## config.mk

```make
export PLATFORM = sky130hd
export DESIGN_NAME = sram_bus_ctrl
export DESIGN_NICKNAME = d
export VERILOG_FILES = /design/src/rtl/sram_ctrl_pkg.sv /design/src/rtl/sram_phase_timer.sv /design/src/rtl/sram_seq_fsm.sv /design/src/rtl/sram_io_regs.sv /design/src/rtl/sram_bus_ctrl.sv
export SDC_FILE = /design/constraint.sdc
export NUM_CORES = 1
export LEC_CHECK = 0
export BUFFER_PORTS_ARGS = -buffer_cell sky130_fd_sc_hd__clkbuf_2
export CAP_MARGIN = 25
export CORE_ASPECT_RATIO = 1.4
export CORE_UTILIZATION = 47
export DETAILED_ROUTE_END_ITERATION = 8
export PLACE_DENSITY = 0.76
export SETUP_SLACK_MARGIN = 0.2
export SYNTH_ARGS = -nofsm -noshare
export SYNTH_HDL_FRONTEND = slang
export SYNTH_SLANG_ARGS = --single-unit
```

## constraint.sdc

```tcl
create_clock -name clk -period 2.1 [get_ports clk]
set_input_delay 0.21 -clock clk [delete_from_list [all_inputs] [get_ports clk]]
set_output_delay 0.21 -clock clk [all_outputs]
set_load 0.01 [all_outputs]
```

## src/rtl/sram_ctrl_pkg.sv

```systemverilog
// Shared types and constant helpers for the asynchronous SRAM controller.
// Assumes all timing parameters are non-negative nanosecond values.
package sram_ctrl_pkg;

    // Sequencer phases; each phase lasts a parameterised number of cycles.
    typedef enum logic [2:0] {
        ST_IDLE,
        ST_W_SETUP,
        ST_W_PULSE,
        ST_W_DHOLD,
        ST_W_AHOLD,
        ST_R_ACCESS,
        ST_RECOVER
    } seq_state_e;

    // Memory-side strobe set, all strobes active low except the drive enable.
    typedef struct packed {
        logic ce_n;
        logic we_n;
        logic oe_n;
        logic dq_oe;
    } bus_ctl_t;

    // Round a nanosecond minimum up to whole clock cycles.
    function automatic int unsigned ns2cyc(input int unsigned ns, input int unsigned period);
        return (ns + period - 1) / period;
    endfunction

    // Every phase takes at least one cycle.
    function automatic int unsigned at_least_one(input int unsigned v);
        return (v == 0) ? 1 : v;
    endfunction

    function automatic int unsigned max2(input int unsigned a, input int unsigned b);
        return (a > b) ? a : b;
    endfunction

    // Non-negative difference.
    function automatic int unsigned pos_diff(input int unsigned a, input int unsigned b);
        return (a > b) ? (a - b) : 0;
    endfunction

endpackage

```

## src/rtl/sram_phase_timer.sv

```systemverilog
// Phase duration counter. A load of N makes done rise after N cycles in the
// new phase (done is high on the last cycle of the phase).
// Assumes load_val is never zero.
module sram_phase_timer #(
    parameter int unsigned CNT_W = 5
) (
    input  logic             clk,
    input  logic             rst_n,
    input  logic             load,
    input  logic [CNT_W-1:0] load_val,
    output logic             done
);

    logic [CNT_W-1:0] cnt_q;

    // Count down the remaining cycles of the current phase.
    always_ff @(posedge clk) begin
        if (!rst_n) begin
            cnt_q <= '0;
        end else if (load) begin
            cnt_q <= load_val - CNT_W'(1);
        end else if (cnt_q != '0) begin
            cnt_q <= cnt_q - CNT_W'(1);
        end
    end

    assign done = (cnt_q == '0);

endmodule

```

## src/rtl/sram_seq_fsm.sv

```systemverilog
// Cycle sequencer. Accepts a request only in idle, walks the write or read
// phase list, and loads the phase timer with the length of each next phase.
// Assumes all *_C durations are at least one and fit in CNT_W bits.
module sram_seq_fsm
    import sram_ctrl_pkg::*;
#(
    parameter int unsigned CNT_W  = 5,
    parameter int unsigned AS_C   = 1,
    parameter int unsigned WP_C   = 20,
    parameter int unsigned DH_C   = 2,
    parameter int unsigned AH_C   = 1,
    parameter int unsigned WREC_C = 1,
    parameter int unsigned RA_C   = 25,
    parameter int unsigned RREC_C = 13
) (
    input  logic             clk,
    input  logic             rst_n,
    input  logic             req_valid,
    input  logic             req_write,
    input  logic             wr_inhibit,
    input  logic             tmr_done,
    output seq_state_e       state_q,
    output logic             tmr_load,
    output logic [CNT_W-1:0] tmr_val,
    output logic             accept,
    output logic             reject,
    output logic             wr_done,
    output logic             rd_done
);

    seq_state_e state_d;

    // Next-phase selection and timer load value.
    always_comb begin
        state_d  = state_q;
        tmr_load = 1'b0;
        tmr_val  = CNT_W'(1);
        accept   = 1'b0;
        reject   = 1'b0;
        wr_done  = 1'b0;
        rd_done  = 1'b0;
        unique case (state_q)
            ST_IDLE: begin
                if (req_valid) begin
                    if (wr_inhibit) begin
                        reject = 1'b1;
                    end else if (req_write) begin
                        accept   = 1'b1;
                        state_d  = ST_W_SETUP;
                        tmr_load = 1'b1;
                        tmr_val  = CNT_W'(AS_C);
                    end else begin
                        accept   = 1'b1;
                        state_d  = ST_R_ACCESS;
                        tmr_load = 1'b1;
                        tmr_val  = CNT_W'(RA_C);
                    end
                end
            end
            ST_W_SETUP: begin
                if (tmr_done) begin
                    state_d  = ST_W_PULSE;
                    tmr_load = 1'b1;
                    tmr_val  = CNT_W'(WP_C);
                end
            end
            ST_W_PULSE: begin
                if (tmr_done) begin
                    state_d  = ST_W_DHOLD;
                    tmr_load = 1'b1;
                    tmr_val  = CNT_W'(DH_C);
                end
            end
            ST_W_DHOLD: begin
                if (tmr_done) begin
                    state_d  = ST_W_AHOLD;
                    tmr_load = 1'b1;
                    tmr_val  = CNT_W'(AH_C);
                end
            end
            ST_W_AHOLD: begin
                if (tmr_done) begin
                    state_d  = ST_RECOVER;
                    tmr_load = 1'b1;
                    tmr_val  = CNT_W'(WREC_C);
                    wr_done  = 1'b1;
                end
            end
            ST_R_ACCESS: begin
                if (tmr_done) begin
                    state_d  = ST_RECOVER;
                    tmr_load = 1'b1;
                    tmr_val  = CNT_W'(RREC_C);
                    rd_done  = 1'b1;
                end
            end
            ST_RECOVER: begin
                if (tmr_done) begin
                    state_d = ST_IDLE;
                end
            end
            default: state_d = ST_IDLE;
        endcase
    end

    // Phase register.
    always_ff @(posedge clk) begin
        if (!rst_n) begin
            state_q <= ST_IDLE;
        end else begin
            state_q <= state_d;
        end
    end

endmodule

```

## src/rtl/sram_io_regs.sv

```systemverilog
// Memory-side and response-side registers: holds address and write data for
// the whole cycle, decodes strobes from the phase, captures read data and
// forms the one-cycle response. Assumes state_q is a registered phase.
module sram_io_regs
    import sram_ctrl_pkg::*;
#(
    parameter int unsigned ADDR_W = 13,
    parameter int unsigned DATA_W = 8
) (
    input  logic              clk,
    input  logic              rst_n,
    input  seq_state_e        state_q,
    input  logic              accept,
    input  logic              reject,
    input  logic              wr_done,
    input  logic              rd_done,
    input  logic [ADDR_W-1:0] req_addr,
    input  logic [DATA_W-1:0] req_wdata,
    input  logic [DATA_W-1:0] mem_dq_in,
    output logic [ADDR_W-1:0] mem_addr,
    output logic [DATA_W-1:0] mem_dq_out,
    output bus_ctl_t          ctl,
    output logic              rsp_valid,
    output logic              rsp_err,
    output logic [DATA_W-1:0] rsp_rdata
);

    logic [ADDR_W-1:0] addr_q;
    logic [DATA_W-1:0] wdata_q;
    logic [DATA_W-1:0] rdata_q;
    logic              rsp_valid_q;
    logic              rsp_err_q;

    // Capture address and write data only when a cycle is started.
    always_ff @(posedge clk) begin
        if (!rst_n) begin
            addr_q  <= '0;
            wdata_q <= '0;
        end else if (accept) begin
            addr_q  <= req_addr;
            wdata_q <= req_wdata;
        end
    end

    // Sample the bus on the last cycle of the read access phase.
    always_ff @(posedge clk) begin
        if (!rst_n) begin
            rdata_q <= '0;
        end else if (rd_done) begin
            rdata_q <= mem_dq_in;
        end
    end

    // One-cycle response strobe for completions and refusals.
    always_ff @(posedge clk) begin
        if (!rst_n) begin
            rsp_valid_q <= 1'b0;
            rsp_err_q   <= 1'b0;
        end else begin
            rsp_valid_q <= wr_done | rd_done | reject;
            rsp_err_q   <= reject;
        end
    end

    // Strobe decode per phase.
    always_comb begin
        ctl.ce_n  = 1'b1;
        ctl.we_n  = 1'b1;
        ctl.oe_n  = 1'b1;
        ctl.dq_oe = 1'b0;
        unique case (state_q)
            ST_W_SETUP: begin
                ctl.ce_n = 1'b0;
            end
            ST_W_PULSE: begin
                ctl.ce_n  = 1'b0;
                ctl.we_n  = 1'b0;
                ctl.dq_oe = 1'b1;
            end
            ST_W_DHOLD: begin
                ctl.ce_n  = 1'b0;
                ctl.dq_oe = 1'b1;
            end
            ST_R_ACCESS: begin
                ctl.ce_n = 1'b0;
                ctl.oe_n = 1'b0;
            end
            default: ;
        endcase
    end

    assign mem_addr   = addr_q;
    assign mem_dq_out = wdata_q;
    assign rsp_valid  = rsp_valid_q;
    assign rsp_err    = rsp_err_q;
    assign rsp_rdata  = rdata_q;

endmodule

```

## src/rtl/sram_bus_ctrl.sv

```systemverilog
// Top of the asynchronous SRAM controller. Converts nanosecond minimums into
// cycle counts and ties the sequencer, phase timer and I/O registers together.
// Assumes an idle memory bus at reset and an external tristate buffer driven
// by mem_dq_out / mem_dq_oe.
module sram_bus_ctrl
    import sram_ctrl_pkg::*;
#(
    parameter int unsigned ADDR_W          = 13,
    parameter int unsigned DATA_W          = 8,
    parameter int unsigned CLK_PERIOD_NS   = 4,
    parameter int unsigned T_CYCLE_NS      = 100,
    parameter int unsigned T_ADDR_ACC_NS   = 100,
    parameter int unsigned T_OE_ACC_NS     = 50,
    parameter int unsigned T_WE_PULSE_NS   = 80,
    parameter int unsigned T_ADDR_SETUP_NS = 0,
    parameter int unsigned T_DATA_SETUP_NS = 50,
    parameter int unsigned T_DATA_HOLD_NS  = 5,
    parameter int unsigned T_ADDR_HOLD_NS  = 10,
    parameter int unsigned T_OUT_OFF_NS    = 50
) (
    input  logic              clk,
    input  logic              rst_n,
    input  logic              req_valid,
    output logic              req_ready,
    input  logic              req_write,
    input  logic [ADDR_W-1:0] req_addr,
    input  logic [DATA_W-1:0] req_wdata,
    input  logic              wr_inhibit,
    output logic              rsp_valid,
    output logic [DATA_W-1:0] rsp_rdata,
    output logic              rsp_err,
    output logic [ADDR_W-1:0] mem_addr,
    output logic              mem_ce_n,
    output logic              mem_we_n,
    output logic              mem_oe_n,
    output logic [DATA_W-1:0] mem_dq_out,
    output logic              mem_dq_oe,
    input  logic [DATA_W-1:0] mem_dq_in
);

    localparam int unsigned CYC_C  = ns2cyc(T_CYCLE_NS, CLK_PERIOD_NS);
    localparam int unsigned AS_C   = at_least_one(ns2cyc(T_ADDR_SETUP_NS, CLK_PERIOD_NS));
    localparam int unsigned WP_C   = at_least_one(max2(ns2cyc(T_WE_PULSE_NS, CLK_PERIOD_NS),
                                                       ns2cyc(T_DATA_SETUP_NS, CLK_PERIOD_NS)));
    localparam int unsigned DH_C   = at_least_one(ns2cyc(T_DATA_HOLD_NS, CLK_PERIOD_NS));
    localparam int unsigned AH_C   = at_least_one(pos_diff(ns2cyc(T_ADDR_HOLD_NS, CLK_PERIOD_NS), DH_C));
    localparam int unsigned W_SUM  = AS_C + WP_C + DH_C + AH_C;
    localparam int unsigned WREC_C = at_least_one(pos_diff(CYC_C, W_SUM));
    localparam int unsigned RA_C   = at_least_one(max2(ns2cyc(T_ADDR_ACC_NS, CLK_PERIOD_NS),
                                                       ns2cyc(T_OE_ACC_NS, CLK_PERIOD_NS)));
    localparam int unsigned RREC_C = at_least_one(max2(ns2cyc(T_OUT_OFF_NS, CLK_PERIOD_NS),
                                                       pos_diff(CYC_C, RA_C)));
    localparam int unsigned MAX_C  = max2(max2(max2(AS_C, WP_C), max2(DH_C, AH_C)),
                                          max2(max2(WREC_C, RA_C), RREC_C));
    localparam int unsigned CNT_W  = $clog2(MAX_C + 1);

    seq_state_e       state_q;
    logic             tmr_load;
    logic [CNT_W-1:0] tmr_val;
    logic             tmr_done;
    logic             accept;
    logic             reject;
    logic             wr_done;
    logic             rd_done;
    bus_ctl_t         ctl;

    sram_seq_fsm #(
        .CNT_W  (CNT_W),
        .AS_C   (AS_C),
        .WP_C   (WP_C),
        .DH_C   (DH_C),
        .AH_C   (AH_C),
        .WREC_C (WREC_C),
        .RA_C   (RA_C),
        .RREC_C (RREC_C)
    ) u_fsm (
        .clk        (clk),
        .rst_n      (rst_n),
        .req_valid  (req_valid),
        .req_write  (req_write),
        .wr_inhibit (wr_inhibit),
        .tmr_done   (tmr_done),
        .state_q    (state_q),
        .tmr_load   (tmr_load),
        .tmr_val    (tmr_val),
        .accept     (accept),
        .reject     (reject),
        .wr_done    (wr_done),
        .rd_done    (rd_done)
    );

    sram_phase_timer #(
        .CNT_W (CNT_W)
    ) u_tmr (
        .clk      (clk),
        .rst_n    (rst_n),
        .load     (tmr_load),
        .load_val (tmr_val),
        .done     (tmr_done)
    );

    sram_io_regs #(
        .ADDR_W (ADDR_W),
        .DATA_W (DATA_W)
    ) u_io (
        .clk        (clk),
        .rst_n      (rst_n),
        .state_q    (state_q),
        .accept     (accept),
        .reject     (reject),
        .wr_done    (wr_done),
        .rd_done    (rd_done),
        .req_addr   (req_addr),
        .req_wdata  (req_wdata),
        .mem_dq_in  (mem_dq_in),
        .mem_addr   (mem_addr),
        .mem_dq_out (mem_dq_out),
        .ctl        (ctl),
        .rsp_valid  (rsp_valid),
        .rsp_err    (rsp_err),
        .rsp_rdata  (rsp_rdata)
    );

    assign req_ready = (state_q == ST_IDLE);
    assign mem_ce_n  = ctl.ce_n;
    assign mem_we_n  = ctl.we_n;
    assign mem_oe_n  = ctl.oe_n;
    assign mem_dq_oe = ctl.dq_oe;

endmodule

```

Yosys cells after proc, flatten, opt, wreduce, memory -nomap -nowiden
Cells that the tools add are included.

word-level totals
  bits of input ports = 34
  register bits = 39
  word-level logic and storage cells = 65
  output and inout bits = 36

cells by class
  eq/ne operators = 13
  bitwise gates (word level) = 2
  muxes and demuxes = 32
  reduce and logical (&&, ||, !) cells = 9
  $add $sub $neg = 2

operators with widths
  operator             count
  $mux 5               6
  $mux 3               8
  $pmux 5 s4           1
  $pmux 3 s6           1
  $mux 1               13
  $ne 2x2->1 const B   6
  $sub 5x1->5 const B  2
  $eq 3x3->1 const B   3
  $reduce_and 7->1     1
  $eq 3x2->1 const B   2
  $logic_not 5->1      1
  $reduce_bool 5->1    1
  $reduce_or 5->1      1
  $mux 4               1
  $reduce_or 2->1      2
  $reduce_or 4->1      1
  $eq 3x1->1 const B   1
  $logic_not 3->1      1
  $mux 2               1
  $ne 2x1->1 const B   1
  $or 1x1->1           2
  $pmux 1 s2           1
  $reduce_bool 2->1    1

Depth between registers and ports, before layout
  word-level depth = 6
  depth in mapped cells = 9
  mapped depth without buffers = 8

Modules after synthesis
A second synthesis with hierarchy kept.

unflattened totals
  cell total of the unflattened synthesis = 181
  area total of the unflattened synthesis = 1886.8 sq um

modules (own cells, without submodules)
  module            area an instance (sq um)  seq. area each (sq um)  cells each  times used
  sram_io_regs      1203.7                    620.6                   103         1
  sram_seq_fsm      362.8                     60.1                    43          1
  sram_phase_timer  310.3                     100.1                   34          1
  sram_bus_ctrl     10.0                      0.0                     1           1

Worst setup path before layout
Ideal clock, no wire load.

  kind = register to register
  start point = register u_fsm.state_q[0]
  end point = register u_tmr.cnt_q[4]
  period minus slack after synthesis = 1.712 ns
  data arrival time = 1.596 ns
  setup slack = 0.388 ns
  cell stages (with the launch flop) = 8
  setup time = 0.116 ns
  buffers on the path = 0
  data required time = 1.984 ns
  path through = dfxtp_1 -> or4b_1 -> o21ai_1 -> o21ai_1 -> inv_1 -> ha_1 -> a311oi_2 -> a41o_1

on the way
  cells in the longest elaborated chain, start to end = 4
  elaborated cells between the ends (all ways) = 12
  classes of those cells = add/sub: 1; eq/ne: 5; mux: 3; reduce/logical: 3

RTL lines
  element                                        RTL line                                    text
  start, declared                                sram_seq_fsm.sv:22                          output seq_state_e state_q,
  start signal, assigned                         sram_seq_fsm.sv:111                         state_q <= state_d;
  $eq 3x3->1 (tied with other cells)             sram_seq_fsm.sv:42                          unique case (state_q)
  $pmux 5 s4 or $reduce_or 5->1 (tied branches)  --
  $sub 5x1->5 or $pmux 1 s2 (tied branches)      sram_phase_timer.sv:21, sram_seq_fsm.sv:42
  $mux 5 or $reduce_bool 2->1 (tied branches)    --
  end signal, assigned                           sram_phase_timer.sv:21                      cnt_q <= load_val - CNT_W'(1);
  end signal, assigned                           sram_phase_timer.sv:23                      cnt_q <= cnt_q - CNT_W'(1);
  end, declared                                  sram_phase_timer.sv:14                      logic [CNT_W-1:0] cnt_q;

Several ways; a longest one is shown, not always the timed one.
A chain may end at the register's enable or synchronous reset.

Worst setup path in the final report
  start point = register u_fsm.state_q[2]
  end point = register u_tmr.cnt_q[4]

Same word-level chain as after synthesis.

==> results.toml <==
[cells_and_area]
multiInputGateArea_um2 = 916
nets = 307
drive_above_1_share_pct = 36.3
diodes = 0
final_cells = 313
area_growth_pct = 31.1
fillers = 332
seqCellArea_um2 = 787
utilization_pct = 65.7

[synth]
synth_most_common_cell = "nand2_1"
synth_cells = 198
synth_edf_count = 0
netlist-cell-type-count = 36
yosysSeqAreaShare_pct = 45.3
ys_top_cells_by_count = "48 x nand2_1, 39 x dfxtp_1, 22 x a21boi_0"
yosys_warnings = 0
synth_fp_nets = 233
synth_area_per_cell_um2 = 8.71
netlist.area_leader.share_pct = 45.3
synth-main-ff-cell = "dfxtp_1"
synth_area_leaders = "dfxtp_1 45%, nand2_1 10%, a21boi_0 9.6%"
yosys.area.top_type = "dfxtp_1"
ys_ff_latch = 39
synthesis.area_mm2 = 0.00173
synthArstFlopShare_pct = 0

[timing]
slew_violations = 0
fin_ws_ns = 0.271
tns_ns = 0
maxSlewHeadroom_pct = 76.4
hold_viol = 0
fin_crit_ns = 1.83
worst_slew_pin_slew_ns = 0.350
fin_skew_ns = 0.00155
max_clock_freq_ghz = 0.547
rsz0062_at_grt = "yes"
setup-violations-final = 0
post-route-period-util_pct = 87.1

[setup_path]
cp-start-kind = "flop"
criticalPathCategory = "reg -> reg"
arrival_ns = 2.01
end_kind = "flop"
cp_max_fo = 13
critPathRequiredTime_ns = 2.28

[grt]
grt_pass1_wl_um = 5860
gr-usage-all-layers_pct = 20.2
grt_pass1_vias = 1376
overflow = 0
grt_max_degree = 35
antenna_found_initial = 0

[hold_path]
worst_hold_path_type = "in -> reg"

[clocking]
clockRootBuffer = "clkbuf_8"
cts_buffers = 5
cts.path.max_buffers = 2
cts_tree = "built"
cts_max_level = 2
clock_latency_ns = 0.28
path_clk_slew_ns = 0.07
clock-sinks = 39

[run]
maxCapViolations = 0

[drt]
ant_nets = 0
first_iter_violations = 71
num_vias = 1620
wl_per_cell_um = 12.4
drc_errors = 0
drt-vias-per-instance = 5.18
wirelength_um = 3870
firstDrtPassIters = 4

[floorplan]
dieWidth_um = 53.2
die_area_mm2 = 0.00392
core_area_mm2 = 0.00344
die_y_um = 73.7
num_rows = 25
start_util_pct = 50.1
ios = 70

[place]
dp_slack_ns = 0.142
port-buffer-count = 69
routabilityCongestion = 0.917
dpl.hpwl_um = 2800
dpl.cell_count = 303

[power_and_ir_drop]
leakagePower_nw = 0.993
power_density_mw_per_mm2 = 985
total_power_mw = 2.23
ir_drop_v = 0.000662

[run_status]
status = "finished clean"
-- metal layers --
| metal | routed length (µm) | vias up | part of all wire, % | track usage [%] |
|---|---|---|---|---|
| li1 | - | 823 | - | - |
| met1 | 1520 | 722 | 39 | 21.0 |
| met2 | 1950 | 63 | 50 | 35.4 |
| met3 | 290 | 12 | 7.5 | 5.59 |
| met4 | 106 | 0 | 2.7 | 11.1 |
| met5 | 0 | - | 0 | 0 |
-- state kept, by name, summed over array words and instances (netlist names) --
register,count
u_io.rsp_valid,1
u_io.rsp_rdata,8
u_io.mem_addr,13
u_io.mem_dq_out,8
u_io.rsp_err,1
u_tmr.cnt_q,5
u_fsm.state_q,3
-- final timing paths --
kind / to / slack (ns) / start / depth (start not counted)
min: u_io.mem_addr[6]$_SDFFE_PN0P_ / 0.15 / req_addr[6] / 3
min reg2reg: u_io.mem_dq_out[2]$_SDFFE_PN0P_ / 0.46 / u_io.mem_dq_out[2]$_SDFFE_PN0P_ / 2
max reg2reg: u_tmr.cnt_q[4]$_SDFFE_PN0P_ / 0.27 / u_fsm.state_q[2]$_SDFFE_PN0P_ / 7
max: u_tmr.cnt_q[4]$_SDFFE_PN0P_ / 0.27 / u_fsm.state_q[2]$_SDFFE_PN0P_ / 7
-- through the flow --
stage / hold slack (ns) / instance area [µm²]
2_1_floorplan: 0.355 / 1730
3_3_place_gp: 0.445 / 2120
3_5_place_dp: 0.449 / 2120
4_1_cts: 0.144 / 2200
5_1_grt: 0.150 / 2260
6_report: 0.148 / 2260
-- report_power, final --
part	internal, mW	total [mW]	switching, mW
clock network	0.233	0.471	0.239
registers	0.840	0.948	0.108
logic	0.366	0.809	0.443
-- cells by family (layout without fill, tap and decap cells) --
group | after synthesis | after routing | share of synthesized area [%]
flip-flops | 39 | 39 | 45.3
XOR/XNOR | 1 | 1 | 0.508
multiplexers | 8 | 8 | 4.64
AND/OR/NAND/NOR | 88 | 88 | 25.2
AO/OA/AOI/OAI | 46 | 46 | 19.6
adder cells (fa/ha/maj) | 1 | 1 | 0.725
buffers and inverters | 15 | 90 | 4.13
-- cell type report --
| cell class | count | area share, % |
|---|---|---|
| clock inverters | 1 | 0.221 |
| well taps | 40 | 2.21 |
| inverters | 4 | 0.664 |
| repair buffers | 78 | 18.3 |
| flip-flops and latches | 39 | 34.8 |
| multi-input cells | 144 | 40.5 |
| clock buffers | 7 | 3.37 |
-- cells in the final DEF (no fill, tap or decap), types with 4 or more instances in the layout --
master,n
clkbuf_2,69
nand2_1,48
dfxtp_1,36
a21boi_0,22
nor2b_1,12
buf_4,9
mux2i_1,8
nor2_1,7
o21ai_0,5
clkbuf_8,5
inv_1,4
a21oi_1,4
-- critical path, cell delays in order, from the launching register on --
cell and delay [ns]:
dfxtp_4 0.40, or4b_4 0.54, o21ai_2 0.15, o21ai_2 0.09, inv_1 0.06, ha_2 0.19
a311oi_2 0.09, a41o_1 0.21
-- what timing repair did --
item	4_1_cts	5_1_grt
hold buffers	0	0
endpoints found under the setup margin	2	6
gates resized for setup	1	12
setup buffers	0	2
Note: power is estimated with default switching activity, not from simulation.
